<file path="config.mk">
export PLATFORM = sky130hd
export DESIGN_NAME = frame_hk_top
export DESIGN_NICKNAME = d
export VERILOG_FILES = /design/src/rtl/frame_hk_pkg.sv /design/src/rtl/fhk_frame_ctr.sv /design/src/rtl/fhk_delay.sv /design/src/rtl/fhk_wb_ctrl.sv /design/src/rtl/frame_hk_top.sv
export SDC_FILE = /design/constraint.sdc
export NUM_CORES = 1
export LEC_CHECK = 0
export BUFFER_PORTS_ARGS = -buffer_cell sky130_fd_sc_hd__buf_2
export CORE_MARGIN = 4
export CORE_UTILIZATION = 52
export CTS_CLUSTER_SIZE = 25
export DETAILED_ROUTE_END_ITERATION = 16
export GPL_TIMING_DRIVEN = 0
export PLACE_DENSITY = 0.86
export SYNTH_ARGS = -nofsm -noshare
export SYNTH_HDL_FRONTEND = slang
export SYNTH_HIERARCHICAL = 1
export SYNTH_SLANG_ARGS = --single-unit
</file>
<file path="constraint.sdc">
create_clock -name clk -period 6.2 [get_ports clk]
set_input_delay 0.93 -clock clk [delete_from_list [all_inputs] [get_ports clk]]
set_output_delay 0.93 -clock clk [all_outputs]
set_load 0.05 [all_outputs]
</file>
<file path="src/rtl/frame_hk_pkg.sv">
package frame_hk_pkg;
    localparam int unsigned FN_W_DEF  = 16;
    localparam int unsigned DLY_W_DEF = 3;
endpackage

</file>
<file path="src/rtl/fhk_frame_ctr.sv">
module fhk_frame_ctr #(
    parameter int unsigned FN_W = frame_hk_pkg::FN_W_DEF
) (
    input  logic            clk,
    input  logic            rst_n,
    input  logic            tick,
    input  logic            ival_toggle,
    input  logic            list_en,
    output logic [FN_W-1:0] fn,
    output logic            frt,
    output logic            wr_vld,
    output logic [FN_W-1:0] wr_data,
    output logic            list_run
);
    localparam int unsigned NBYTES = (FN_W + 7) / 8;

    typedef struct packed {
        logic [FN_W-1:0] fn;
        logic            frt;
        logic            wr_vld;
        logic            list_run;
    } st_t;

    st_t st_d, st_q;

    always_comb begin
        st_d          = st_q;
        st_d.wr_vld   = 1'b0;
        st_d.list_run = 1'b0;
        if (tick) begin
            st_d.fn       = st_q.fn + 1'b1;
            st_d.frt      = ival_toggle;
            st_d.wr_vld   = 1'b1;
            st_d.list_run = list_en;
        end
    end

    always_ff @(posedge clk) begin
        if (!rst_n) begin
            st_q <= '0;
        end else begin
            st_q <= st_d;
        end
    end

    // byte lane k of the store data carries byte k of the number (low byte first)
    for (genvar k = 0; k < NBYTES; k++) begin : g_lane
        localparam int unsigned LO = 8 * k;
        localparam int unsigned HI = (8 * k + 7 < FN_W) ? 8 * k + 7 : FN_W - 1;
        assign wr_data[HI:LO] = st_q.fn[HI:LO];
    end

    assign fn       = st_q.fn;
    assign frt      = st_q.frt;
    assign wr_vld   = st_q.wr_vld;
    assign list_run = st_q.list_run;
endmodule

</file>
<file path="src/rtl/fhk_delay.sv">
module fhk_delay #(
    parameter int unsigned DLY_W = frame_hk_pkg::DLY_W_DEF
) (
    input  logic             clk,
    input  logic             rst_n,
    input  logic             tick,
    input  logic             fire,
    input  logic             retire_vld,
    input  logic [DLY_W-1:0] retire_dly,
    output logic [DLY_W-1:0] dly,
    output logic             dly_zero
);
    localparam logic [DLY_W-1:0] IDLE = {DLY_W{1'b1}};

    typedef struct packed {
        logic [DLY_W-1:0] cnt;
    } st_t;

    st_t st_d, st_q;
    logic [DLY_W-1:0] base;

    always_comb begin
        base = st_q.cnt;
        if (fire) begin
            base = IDLE;
        end else if (tick && st_q.cnt != '0 && st_q.cnt != IDLE) begin
            base = st_q.cnt - 1'b1;
        end
        st_d = st_q;
        st_d.cnt = base;
        if (retire_vld && retire_dly < base) begin
            st_d.cnt = retire_dly;
        end
    end

    always_ff @(posedge clk) begin
        if (!rst_n) begin
            st_q.cnt <= IDLE;
        end else begin
            st_q <= st_d;
        end
    end

    assign dly      = st_q.cnt;
    assign dly_zero = (st_q.cnt == '0);
endmodule

</file>
<file path="src/rtl/fhk_wb_ctrl.sv">
module fhk_wb_ctrl (
    input  logic clk,
    input  logic rst_n,
    input  logic tick,
    input  logic dly_zero,
    input  logic clr,
    input  logic ien,
    output logic fire,
    output logic dh_wr_vld,
    output logic wb_done,
    output logic irq
);
    typedef struct packed {
        logic dh_wr_vld;
        logic wb_done;
        logic irq;
    } st_t;

    st_t st_d, st_q;

    assign fire = tick && dly_zero && !st_q.wb_done;

    always_comb begin
        st_d           = st_q;
        st_d.dh_wr_vld = fire;
        if (fire) begin
            st_d.wb_done = 1'b1;
        end else if (clr) begin
            st_d.wb_done = 1'b0;
        end
        if (fire && ien) begin
            st_d.irq = 1'b1;
        end else if (clr) begin
            st_d.irq = 1'b0;
        end
    end

    always_ff @(posedge clk) begin
        if (!rst_n) begin
            st_q <= '0;
        end else begin
            st_q <= st_d;
        end
    end

    assign dh_wr_vld = st_q.dh_wr_vld;
    assign wb_done   = st_q.wb_done;
    assign irq       = st_q.irq;
endmodule

</file>
<file path="src/rtl/frame_hk_top.sv">
module frame_hk_top #(
    parameter int unsigned FN_W  = frame_hk_pkg::FN_W_DEF,
    parameter int unsigned DLY_W = frame_hk_pkg::DLY_W_DEF
) (
    input  logic             clk,
    input  logic             rst_n,
    input  logic             frame_tick,
    input  logic             ival_toggle,
    input  logic             list_en,
    input  logic             retire_vld,
    input  logic [DLY_W-1:0] retire_dly,
    input  logic             wb_done_clr,
    input  logic             irq_en,
    output logic [FN_W-1:0]  frame_num,
    output logic             frm_toggle,
    output logic             frm_wr_vld,
    output logic [FN_W-1:0]  frm_wr_data,
    output logic             list_run,
    output logic [DLY_W-1:0] dly_cnt,
    output logic             dh_wr_vld,
    output logic             wb_done,
    output logic             irq
);
    logic fire;
    logic dly_zero;

    fhk_frame_ctr #(.FN_W(FN_W)) u_frame (
        .clk        (clk),
        .rst_n      (rst_n),
        .tick       (frame_tick),
        .ival_toggle(ival_toggle),
        .list_en    (list_en),
        .fn         (frame_num),
        .frt        (frm_toggle),
        .wr_vld     (frm_wr_vld),
        .wr_data    (frm_wr_data),
        .list_run   (list_run)
    );

    fhk_delay #(.DLY_W(DLY_W)) u_delay (
        .clk       (clk),
        .rst_n     (rst_n),
        .tick      (frame_tick),
        .fire      (fire),
        .retire_vld(retire_vld),
        .retire_dly(retire_dly),
        .dly       (dly_cnt),
        .dly_zero  (dly_zero)
    );

    fhk_wb_ctrl u_wb (
        .clk      (clk),
        .rst_n    (rst_n),
        .tick     (frame_tick),
        .dly_zero (dly_zero),
        .clr      (wb_done_clr),
        .ien      (irq_en),
        .fire     (fire),
        .dh_wr_vld(dh_wr_vld),
        .wb_done  (wb_done),
        .irq      (irq)
    );
endmodule

</file>
==> results of run 1 <==
[sequential cells by signal, indices dropped and copies added, names as in the netlist]
name,cells
u_frame/frt,1
u_frame/list_run,1
u_wb/wb_done,1
u_frame/fn,16
u_wb/irq,1
u_frame/wr_vld,1
u_delay/dly,3
u_wb/dh_wr_vld,1
[final timing paths]
path                                       to  slack (ns)  cells past startpoint                        start
hold / removal    u_frame/fn[15]$_SDFFE_PN0P_        0.49                      2  u_frame/fn[15]$_SDFFE_PN0P_
setup reg to reg    u_delay/dly[2]$_SDFF_PN1_        3.41                     12    u_delay/dly[0]$_SDFF_PN1_
setup / recovery    u_delay/dly[2]$_SDFF_PN1_        3.41                     12    u_delay/dly[0]$_SDFF_PN1_
hold reg to reg   u_frame/fn[15]$_SDFFE_PN0P_        0.49                      2  u_frame/fn[15]$_SDFFE_PN0P_
[cell usage in the layout (no fill, tap or decap), types with 2 or more instances in the layout]
cell type	netlist	routed
ha_1	6	6
o21a_1	3	3
nand3_1	6	6
dfxtp_1	25	25
a21oi_1	5	5
inv_1	7	7
buf_2	0	51
clkbuf_4	0	3
nor2_1	19	19
and3_1	2	2
xnor2_1	5	5
mux2i_1	4	4
buf_4	17	17
and2_1	3	3
nor4_1	2	2
nor3_1	6	6
xor2_1	5	5
nand2b_1	5	5
nand2_1	9	9
[layout make-up]
type	instances	area, um^2	share of cell area (%)
clock buffers	3	22.52	1.316
well taps	30	37.54	2.193
clock inverters	1	7.507	0.4386
flip-flops and latches	25	500.5	29.24
multi-input cells	105	730.7	42.69
repair buffers	51	255.2	14.91
plain buffers	18	131.4	7.675
inverters	7	26.28	1.535
[worst min-delay path, delay by kind of cell, from the launching register on]
family	cells	cell delay, ns
multiplexers	1	0.05
flip-flops	1	0.35
AND/OR/NAND/NOR	1	0.06
[cells in the mapped netlist (3+ instances only)]
cell	n	area (um^2)
dfxtp_1	25	500.5
nor2_1	19	71.32
buf_4	17	127.6
nand2_1	9	33.78
inv_1	7	26.28
ha_1	6	75.07
nand3_1	6	30.03
nor3_1	6	30.03
a21oi_1	5	25.02
nand2b_1	5	31.28
xnor2_1	5	43.79
xor2_1	5	43.79
mux2i_1	4	40.04
and2_1	3	18.77
o21a_1	3	22.52
[stage by stage]
stage          area, um^2  utilization [%]   power, W
4_1_cts              1712            67.86  0.0004083
6_report             1712            67.86  0.0004049
2_1_floorplan        1389                -  0.0003008
3_3_place_gp         1682            66.67  0.0003269
3_5_place_dp         1682            66.67  0.0003358
5_1_grt              1712            67.86  0.0004319
[power groups by stage]
stage	Clock, W	Combinational (W)	Sequential, W
after floorplan	0	0.0000805	0.000220
after global placement	0	0.000142	0.000185
after detailed placement	0	0.000150	0.000186
after CTS	0.0000760	0.000150	0.000182
after global routing	0.0000844	0.000163	0.000185
final	0.0000719	0.000150	0.000183
[routing by layer]
layer,track usage (%),vias up
met1,19.41,564
met2,31.64,46
met3,2.160,2
met5,0,-
met4,5.380,0
li1,-,625
[kinds of logic (layout without fill, tap and decap cells)]
logic type | count (synthesis) | count (layout) | share of synthesized area, %
and+or+nand+nor | 67 | 67 | 29.19
DFF | 25 | 25 | 36.04
buffers and inverters | 25 | 80 | 11.35
AOI/OAI and AO/OA | 18 | 18 | 8.829
xor gates and xnor gates | 10 | 10 | 6.306
adders and majority gates | 6 | 6 | 5.405
muxes | 4 | 4 | 2.883
==> qor.yml, run 1 <==
status: "completed"
switching_share_pct: 38.77
met1_length_mm: 1.232
period_needed_ns: 2.792
core_area_um2: 2522
power_density_nw_per_um2: 236.6
fin_skew_ns: 0.007176
post_cts_resized: 0
ys_warn_count: 6
finalHoldViolCount: 0
drc: 0
area_delta_synth_final_pct: 23.24
ys_ff_latch: 25
finalSetupTns_ns: 0
overflow: 0
clk_pin_slew_worst_paths_ns: 0.14
clockPowerShare_pct: 17.8
cpLargestDelayFamily: "simple AND/OR/NAND/NOR gates"
worstSetupEndpointType: "register"
worstMarginPinSlew_ns: 0.4568
die_x_um: 59.68
layout-drive-gt1-share_pct: 39.52
fmax_ghz: 0.3581
synth_edf_count: 0
crit_fanout: 5
final_cells: 240
drtIter0Drc: 26
critPathKind: "register to register"
crit_path_start_kind: "register"
n_antenna_cell: 0
worst_path_most_repeated_cell: "ha_1"
grt_pass1_wl_mm: 4.705
min-delay-path-class: "register to register"
h-tree-depth: 1
dr.max_layer_used: "met4"
cp.required_ns: 6.46
numCtsBuffers: 3
seqPwrFrac_pct: 45.1
start_util_pct: 55.06
switchingPower_w: 0.0001570
max_stage_delay_ns: 0.41
setup_viol: 0
period_share_pct: 45.04
vias_per_cell: 5.154
vias: 1237
post-place-ws_ns: 3.361
cts_hold_buf: 0
cp_num_buf_inv: 1
place.gp.congestion: 0.7717
grt_max_degree: 17
max-vdd-ir-drop_v: 0.0002453
first_global_vias: 1129
grtUsageTotal_pct: 16.86
design.die.area_um2: 3562
wl_mm: 2.962
cts_setup_buffers: 0
ys_types: 43
wl_per_cell_um: 12.34
synth_flop_cell: "dfxtp_1"
firstDrtPassIters: 4
p_comb_share_pct: 37.1
drtAntennaViolNets: 0
root_buffer: "clkbuf_4"
syn_avg_cell_area_um2: 8.960
crit_chain: "inv_1 > ha_1 > ha_1 > nand2b_4 > or2_4 > nor2_1 > a211oi_1 > ha_1 > or3_1 > a211o_1 > and3_1 > o21ai_1"
rsz0062_at_grt: "no"
row_count: 18
worst_slack_ns: 3.408
cts_tree: "built"
max-slew-margin-rel_pct: 69.27
dp.cells: 236
synth_nets: 172
finalNetCount: 228
clkLatencyLatePin_ns: 0.31
hold_slack_ns: 0.4910
dp_hpwl_mm: 2.355
die_height_um: 59.68
cellLeakagePower_nw: 0.8990
clock_sinks: 25
critPathSlowestCell: "dfxtp_1"
internal-power_w: 0.0002479
wl_met2_mm: 1.494
syn_inst: 155
portBuffers: 51
fillers: 218
drv_slew: 0
ys_seq_area_share_pct: 36.04
clk_path_buf_depth: 2
maxCapViolCount: 0
critPathArrivalTime_ns: 3.05
antenna_found_initial: 0
route.met3.wl_um: 219
async_flop_share_pct: 0
ios: 52
syn_area_um2: 1389
(Power assumes the default switching activity.)
==> run 2, diff against run 1 <==
Settings changed: ABC_AREA set to 1, CORE_UTILIZATION 52 to 44, PLACE_DENSITY 0.86 to 0.77.
Clock period 6.2 ns to 2.5 ns, I/O delays scaled along.
==> run 2 against run 1 <==
Compared with the run above:
- routed wire length is 0.17% lower
- clock power increased to 2.6 times the previous value
- hold slack got worse by 0.25 ns
- via count grew 12%
- first-iteration DRC count up 62%
- synthesized cell count increased by 34%
- flip-flop and latch count stayed put
- area after synthesis increased by 3.2%
- final area increased by 3.9%
- final cell count increased by 28%
- critical path depth increased by 4
==> qor.yml, run 2 <==
fmax_ghz: 0.4501  # +26%
start_util_pct: 46.59  # -8.5 points
r2r_end: "u_delay/dly[2]$_SDFF_PN1_"
synth_fa_ha_area_share_pct: 5.236  # -0.17 points
synth_flop_cell: "dfxtp_1"
critPathArrivalTime_ns: 2.45  # -0.60 ns
grt_pass1_wl_mm: 4.961  # +5.4%
syn_inst: 208  # +34%
ys_ff_latch: 25  # unchanged
synth.top_cells.by_area: "dfxtp_1, nand2_1, buf_4"
ios: 52  # unchanged
design.die.area_um2: 4236  # +19%
clock_sinks: 25  # unchanged
drtAntennaViolNets: 0  # unchanged
worstMarginPinSlew_ns: 0.4322  # -0.02454 ns
yosys-top-cells-count: "nand2_1, nor2_1, inv_1"
portBuffers: 51  # unchanged
ys_types: 22  # -49%
firstDrtPassIters: 4  # unchanged
cp.required_ns: 2.73  # -3.73 ns
dp_hpwl_mm: 2.350  # -0.25%
clockPowerShare_pct: 17.5  # -0.3 points
row_count: 20  # +2
clkLatencyLatePin_ns: 0.32  # about the same
vias: 1381  # +12%
finalHoldViolCount: 0  # unchanged
p_total_w: 0.001089  # +170%
synth-xor-area-share_pct: 1.832  # -4.5 points
final_common_cell: "buf_2"
rsz0062_at_grt: "no"
cellLeakagePower_nw: 0.9701  # +7.9%
fillers: 302  # +39%
r2r_slack_ns: 0.28  # -3.13 ns
switchingPower_w: 0.0004572  # +190%
numCtsBuffers: 3  # unchanged
yosys.area_share.simple_pct: 34.12  # +4.9 points
finalNetCount: 281  # +23%
n_antenna_cell: 0  # unchanged
max-vdd-ir-drop_v: 0.0005494  # +120%
placed_area_um2: 1745  # +3.8%
setup_viol: 0  # unchanged
cpLargestDelayFamily: "simple AND/OR/NAND/NOR gates"
max_stage_delay_ns: 0.38  # -0.03 ns
switching_share_pct: 41.97  # +3.2 points
seqPwrFrac_pct: 42.0  # -3.1 points
synth_edf_count: 0  # unchanged
layout-drive-gt1-share_pct: 33.46  # -6.1 points
p_comb_share_pct: 40.6  # +3.5 points
place.gp.congestion: 0.7964  # +3.2%
maxCapViolCount: 0  # unchanged
clk_path_buf_depth: 2  # unchanged
cts_setup_buffers: 0  # unchanged
synth_nets: 225  # +31%
critPathSlowestCell: "dfxtp_2"
power_density_nw_per_um2: 612.7  # +160%
internal-power_w: 0.0006322  # +150%
area_delta_synth_final_pct: 24.00
mostFrequentLayoutCells: "buf_2, nand2_1, inv_1, nor2_1, dfxtp_1"
h-tree-depth: 1  # unchanged
whs_path_depth: 3  # +1
overflow: 0  # unchanged
min-delay-path-class: "input port to register"
ys_warn_count: 6  # unchanged
drc: 0  # unchanged
worst_path_most_repeated_cell: "nand2_1"
min_from: "list_en"
clk_pin_slew_worst_paths_ns: 0.14  # about the same
synth_top_area_cell: "dfxtp_1"
ff2ff_path_depth: 16  # +4
vias_per_cell: 4.498  # -13%
crit_path_start: "u_delay/dly[0]$_SDFF_PN1_"
async_flop_share_pct: 0  # unchanged
finalSetupTns_ns: 0  # unchanged
ys_seq_area_share_pct: 34.90  # -1.1 points
cts_tree: "built"
largest_reg_flops: 16  # unchanged
antenna_found_initial: 0  # unchanged
fin_skew_ns: 0.001725  # -0.005450 ns
yosysMostFrequentCell: "nand2_1"
synthMuxAreaShare_pct: 0  # -2.9 points
max-slew-margin-rel_pct: 71.18  # +1.9 points
worst_slack_ns: 0.2780  # -3.129 ns
grtUsageTotal_pct: 14.46  # -2.4 points
hold_slack_ns: 0.2459  # -0.2451 ns
status: "completed"
cp_num_buf_inv: 3  # +2
die_x_um: 65.09  # +9.1%
crit_path_start_kind: "register"
crit_fanout: 5  # unchanged
period_needed_ns: 2.222  # -0.5705 ns
synth_top_area_share_pct: 34.90  # -1.1 points
wl_per_cell_um: 9.632  # -22%
period_share_pct: 88.88  # +44 points
wl_mm: 2.957  # -0.17%
syn_avg_cell_area_um2: 6.894  # -23%
crit_chain: "inv_1 > ha_1 > ha_1 > inv_1 > nand3_2 > nor2_1 > a21oi_1 > nand2_1 > inv_1 > ha_1 > nand2_1 > nand2_1 > nor2_2 > nand2_2 > nand2_1 > nand3_1"
root_buffer: "clkbuf_4"
first_global_vias: 1197  # +6.0%
core_area_um2: 3078  # +22%
syn_area_um2: 1434  # +3.2%
hold_path_end: "u_frame/list_run$_SDFF_PN0_"
post-place-ws_ns: 0.2081  # -3.153 ns
synth-compound-area-share_pct: 6.632  # -2.2 points
worstSetupEndpointType: "register"
grt_max_degree: 16  # -1
reg2reg_from: "u_delay/dly[0]$_SDFF_PN1_"
drtIter0Drc: 42  # +62%
drv_slew: 0  # unchanged
die_height_um: 65.09  # +9.1%
critPathKind: "register to register"
synth_top_family_by_area: "simple AND/OR/NAND/NOR gates"
fin_area_um2: 1778  # +3.9%
run 2: cell types whose count changed after synthesis, sizes merged, moves of 5 or more:
cell	delta
nor3	-5
inv	+24
nor2	+18
nand2	+36
nand3	+16
nand2b	-6
run 2: worst reg2reg max path, delay by kind of cell, from the launching register on:
family | cells | cell delay (ns)
flip-flops | 1 | 0.38
buffers and inverters | 3 | 0.19
AO/OA/AOI/OAI | 1 | 0.04
AND/OR/NAND/NOR | 9 | 0.82
adder cells (fa/ha/maj) | 3 | 0.69
run 2: power groups by stage:
stage / logic [W] / clock network [W] / registers [W]
CTS: 0.000444 / 0.000193 / 0.000458
global route: 0.000501 / 0.000205 / 0.000465
detailed placement: 0.000442 / 0 / 0.000467
global placement: 0.000430 / 0 / 0.000467
finish: 0.000442 / 0.000190 / 0.000457
floorplan: 0.000257 / 0 / 0.000565
run 2: area by class of cell:
cell class                      count  area [um^2]  share of cell area, %
Multi-Input combinational cell    134        688.2                  38.71
Timing Repair Buffer               51        255.2                  14.36
Buffer                             18        131.4                  7.389
Inverter                           31        116.4                  6.545
Clock inverter                      1        7.507                 0.4222
Clock buffer                        3        22.52                  1.267
Sequential cell                    25        501.7                  28.22
Tap cell                           44        55.05                  3.096
run 2: worst max path at each step:
stage	to	cells after the start	slack [ns]
detailed placement	u_delay/dly[2]$_SDFF_PN1_	16	0.21
global route	u_delay/dly[2]$_SDFF_PN1_	16	0.06
floorplan	u_delay/dly[0]$_SDFF_PN1_	16	0.04
global placement	u_delay/dly[1]$_SDFF_PN1_	16	0.26
CTS	u_delay/dly[2]$_SDFF_PN1_	16	0.18
finish	u_delay/dly[2]$_SDFF_PN1_	16	0.28
run 2: cells by family after synthesis:
group / Yosys count
AO/OA/AOI/OAI: 17
XOR/XNOR: 3
adder cells (fa/ha/maj): 6
buffers and inverters: 49
flip-flops: 25
AND/OR/NAND/NOR: 108
run 2: what timing repair did:
item                                   4_1_cts  5_1_grt
setup endpoints to repair                    0        1
endpoints found under the hold margin        0        0
gates resized for setup                      0        1
hold buffers                                 0        0
run 2: metal layers:
| layer | vias to the layer above | global-route usage, % | routed length (um) |
|---|---|---|---|
| met1 | 602 | 18.15 | 1384 |
| met2 | 33 | 25.29 | 1346 |
| met3 | 4 | 1.560 | 177 |
| met4 | 0 | 5.440 | 50 |
| li1 | 742 | - | - |
| met5 | - | 0 | 0 |
run 2: through the flow:
stage                     cells  utilization [%]
after detailed placement    303            56.71
after global placement      303            56.71
after global routing        307            57.76
after CTS                   307            57.68
final                       307            57.76
after floorplan             208                -
==> run 3, diff against run 2 <==
Settings changed: CORE_UTILIZATION 44 to 43, SYNTH_HIERARCHICAL 1 to unset.
==> run 3 against run 2 <==
Compared with the run above:
- hold slack improved by 0.011 ns
- global-route usage is 0.81 points lower
- via count is 8.3% lower
- register-to-register slack got worse by 0.02 ns
- synthesized cell count fell by 13%
- clock-buffer cell count rose by 1
- clock skew barely moved
- setup slack lost 0.015 ns
- maximum frequency down 0.67%
- critical path type unchanged
- highest routed layer unchanged
==> qor.yml, run 3 <==
status: "completed"
power_density_nw_per_um2: 541.8  # -12%
largest_reg_flops: 16  # unchanged
syn_avg_cell_area_um2: 7.452  # +8.1%
clock_sinks: 25  # unchanged
syn_area_um2: 1341  # -6.5%
critPathArrivalTime_ns: 2.43  # -0.02 ns
period_needed_ns: 2.237  # +0.01507 ns
cellLeakagePower_nw: 0.9279  # -4.3%
ys_types: 25  # +14%
cpLargestDelayFamily: "simple AND/OR/NAND/NOR gates"
drc: 0  # unchanged
async_flop_share_pct: 0  # unchanged
area_delta_synth_final_pct: 25.65
clk_pin_slew_worst_paths_ns: 0.13  # about the same
crit_path_start_kind: "register"
cp.required_ns: 2.69  # -0.04 ns
critPathKind: "register to register"
finalHoldViolCount: 0  # unchanged
overflow: 0  # unchanged
numCtsBuffers: 3  # unchanged
wl_per_cell_um: 9.896  # +2.7%
worst_path_most_repeated_cell: "nand3_1"
row_count: 20  # unchanged
critPathSlowestCell: "dfxtp_2"
wl_mm: 2.761  # -6.6%
start_util_pct: 44.30  # -2.3 points
synth_nets: 197  # -12%
design.die.area_um2: 4077  # -3.8%
ys_seq_area_share_pct: 37.31  # +2.4 points
cp_num_buf_inv: 3  # unchanged
grt_max_degree: 14  # -2
min-delay-path-class: "input port to register"
worstSetupEndpointType: "register"
max-slew-margin-rel_pct: 71.38  # +0.19 points
worstMarginPinSlew_ns: 0.4293  # -0.002918 ns
ios: 52  # unchanged
yosysMostFrequentCell: "nand2_1"
cts_setup_buffers: 0  # unchanged
synth-compound-area-share_pct: 9.328  # +2.7 points
h-tree-depth: 1  # unchanged
core_area_um2: 3028  # -1.6%
root_buffer: "clkbuf_4"
synth_flop_cell: "dfxtp_1"
portBuffers: 51  # unchanged
final_common_cell: "buf_2"
clk_path_buf_depth: 2  # unchanged
fillers: 300  # -0.66%
final_cells: 279  # -9.1%
drtIter0Drc: 42  # unchanged
synthMuxAreaShare_pct: 0  # unchanged
die_height_um: 63.85  # -1.9%
layout-drive-gt1-share_pct: 38.30  # +4.8 points
cts_tree: "built"
grtUsageTotal_pct: 13.64  # -0.81 points
crit_chain: "inv_1 > ha_1 > nand2_1 > nand3_1 > inv_1 > nand3_1 > nand3_1 > inv_1 > ha_1 > a211oi_2 > nand2_2 > nand2_1 > nand3_1"
first_global_vias: 1100  # -8.1%
grt_pass1_wl_mm: 4.547  # -8.3%
vias_per_cell: 4.538  # +0.87%
maxCapViolCount: 0  # unchanged
ys_warn_count: 0  # -6
antenna_found_initial: 0  # unchanged
dp.cells: 275  # -9.2%
die_x_um: 63.85  # -1.9%
place.gp.congestion: 0.7977  # +0.16%
period_share_pct: 89.48  # +0.60 points
setup_viol: 0  # unchanged
synth_top_area_share_pct: 37.31  # +2.4 points
utilization_pct: 55.66  # -2.1 points
drtAntennaViolNets: 0  # unchanged
mostFrequentLayoutCells: "buf_2, nand2_1, inv_1, dfxtp_1, nor2_1"
synth.top_cells.by_area: "dfxtp_1, buf_4, nand2_1"
max_stage_delay_ns: 0.37  # about the same
finalSetupTns_ns: 0  # unchanged
drv_slew: 0  # unchanged
fmax_ghz: 0.4470  # -0.67%
synth-xor-area-share_pct: 1.306  # -0.53 points
n_antenna_cell: 0  # unchanged
yosys.area_share.simple_pct: 30.13  # -4.0 points
dp_hpwl_mm: 2.218  # -5.6%
vias: 1266  # -8.3%
crit_fanout: 4  # -1
firstDrtPassIters: 4  # unchanged
yosys-top-cells-count: "nand2_1, dfxtp_1, inv_1"
finalNetCount: 253  # -10%
ys_ff_latch: 25  # unchanged
synth_fa_ha_area_share_pct: 5.597  # +0.36 points
syn_inst: 180  # -13%
clkLatencyLatePin_ns: 0.31  # about the same
synth_edf_count: 0  # unchanged
rsz0062_at_grt: "no"
max-vdd-ir-drop_v: 0.0003411  # -38%
fin_skew_ns: 0.001560  # -0.0001650 ns
synth_top_family_by_area: "simple AND/OR/NAND/NOR gates"
synth_top_area_cell: "dfxtp_1"
-- run 3: cell count changes in the layout (fill, tap and decap cells not counted), moves of 2 or more --
cell	change
a21oi_1	+4
inv_1	-8
nand2_1	-10
nand2_2	-3
nand3_1	-6
nand3_2	+2
nor2_1	-14
nor2_2	+2
nor3_1	+2
o21bai_1	-2
-- run 3: final cells by class --
class                      instances  area, um^2  share of cell area, %
multi-input combinational        113       626.9                  37.19
buffer                            18       128.9                  7.647
clock buffer                       4       26.28                  1.559
tap                               44       55.05                  3.267
timing repair buffer              51       255.2                  15.14
sequential                        25       503.0                  29.84
inverter                          24       90.09                  5.345
-- run 3: cells by family after synthesis --
| group | after synthesis |
|---|---|
| fa+ha+maj | 6 |
| simple gates | 83 |
| buf+inv | 42 |
| compound gates | 22 |
| flops | 25 |
| xor+xnor | 2 |
-- run 3: path summary, 6_finish.rpt --
kind                                   from                           to  slack, ns  cells past startpoint
setup / recovery  u_delay.dly[0]$_SDFF_PN1_    u_delay.dly[0]$_SDFF_PN1_       0.26                     13
hold reg to reg       u_wb.irq$_SDFFE_PN0P_        u_wb.irq$_SDFFE_PN0P_       0.52                      1
hold / removal                      list_en  u_frame.list_run$_SDFF_PN0_       0.26                      3
setup reg to reg  u_delay.dly[0]$_SDFF_PN1_    u_delay.dly[0]$_SDFF_PN1_       0.26                     13
-- run 3: timing repair --
action,CTS,global route
gates resized for setup,0,1
hold endpoints to repair,0,0
setup endpoints to repair,0,3
hold buffers,0,0
-- run 3: stage by stage --
stage          setup WS (ns)  hold WS [ns]  instance area, um^2  total power (W)
4_1_cts               0.1147        0.2506                 1680        0.0009162
3_5_place_dp          0.1429        0.4949                 1654        0.0007433
6_report              0.2630        0.2567                 1685        0.0009132
3_3_place_gp          0.1664        0.4948                 1654        0.0007363
2_1_floorplan         0.1432        0.4872                 1344        0.0006761
5_1_grt              0.04637        0.2770                 1685        0.0009708
-- run 3: routing by layer --
| layer | vias up | track usage [%] | part of all wire, % |
|---|---|---|---|
| li1 | 674 | - | - |
| met1 | 564 | 15.35 | 45 |
| met2 | 26 | 24.13 | 49 |
| met3 | 2 | 2.460 | 5.0 |
| met4 | 0 | 7.278 | 1.2 |
| met5 | - | 0 | 0 |
-- run 3: report_power, final --
group          leakage (nW)  internal (W)  total [W]  switching, W
clock network        0.0150     0.0000623   0.000176      0.000114
logic                 0.710     0.0000895   0.000295      0.000206
registers             0.203      0.000422   0.000442     0.0000201
total                 0.928      0.000573   0.000913      0.000340
-- run 3: tightest hold or removal path: cells and delay by family --
kind          cells  cell delay, ns
buf+inv           2            0.13
simple gates      1            0.03
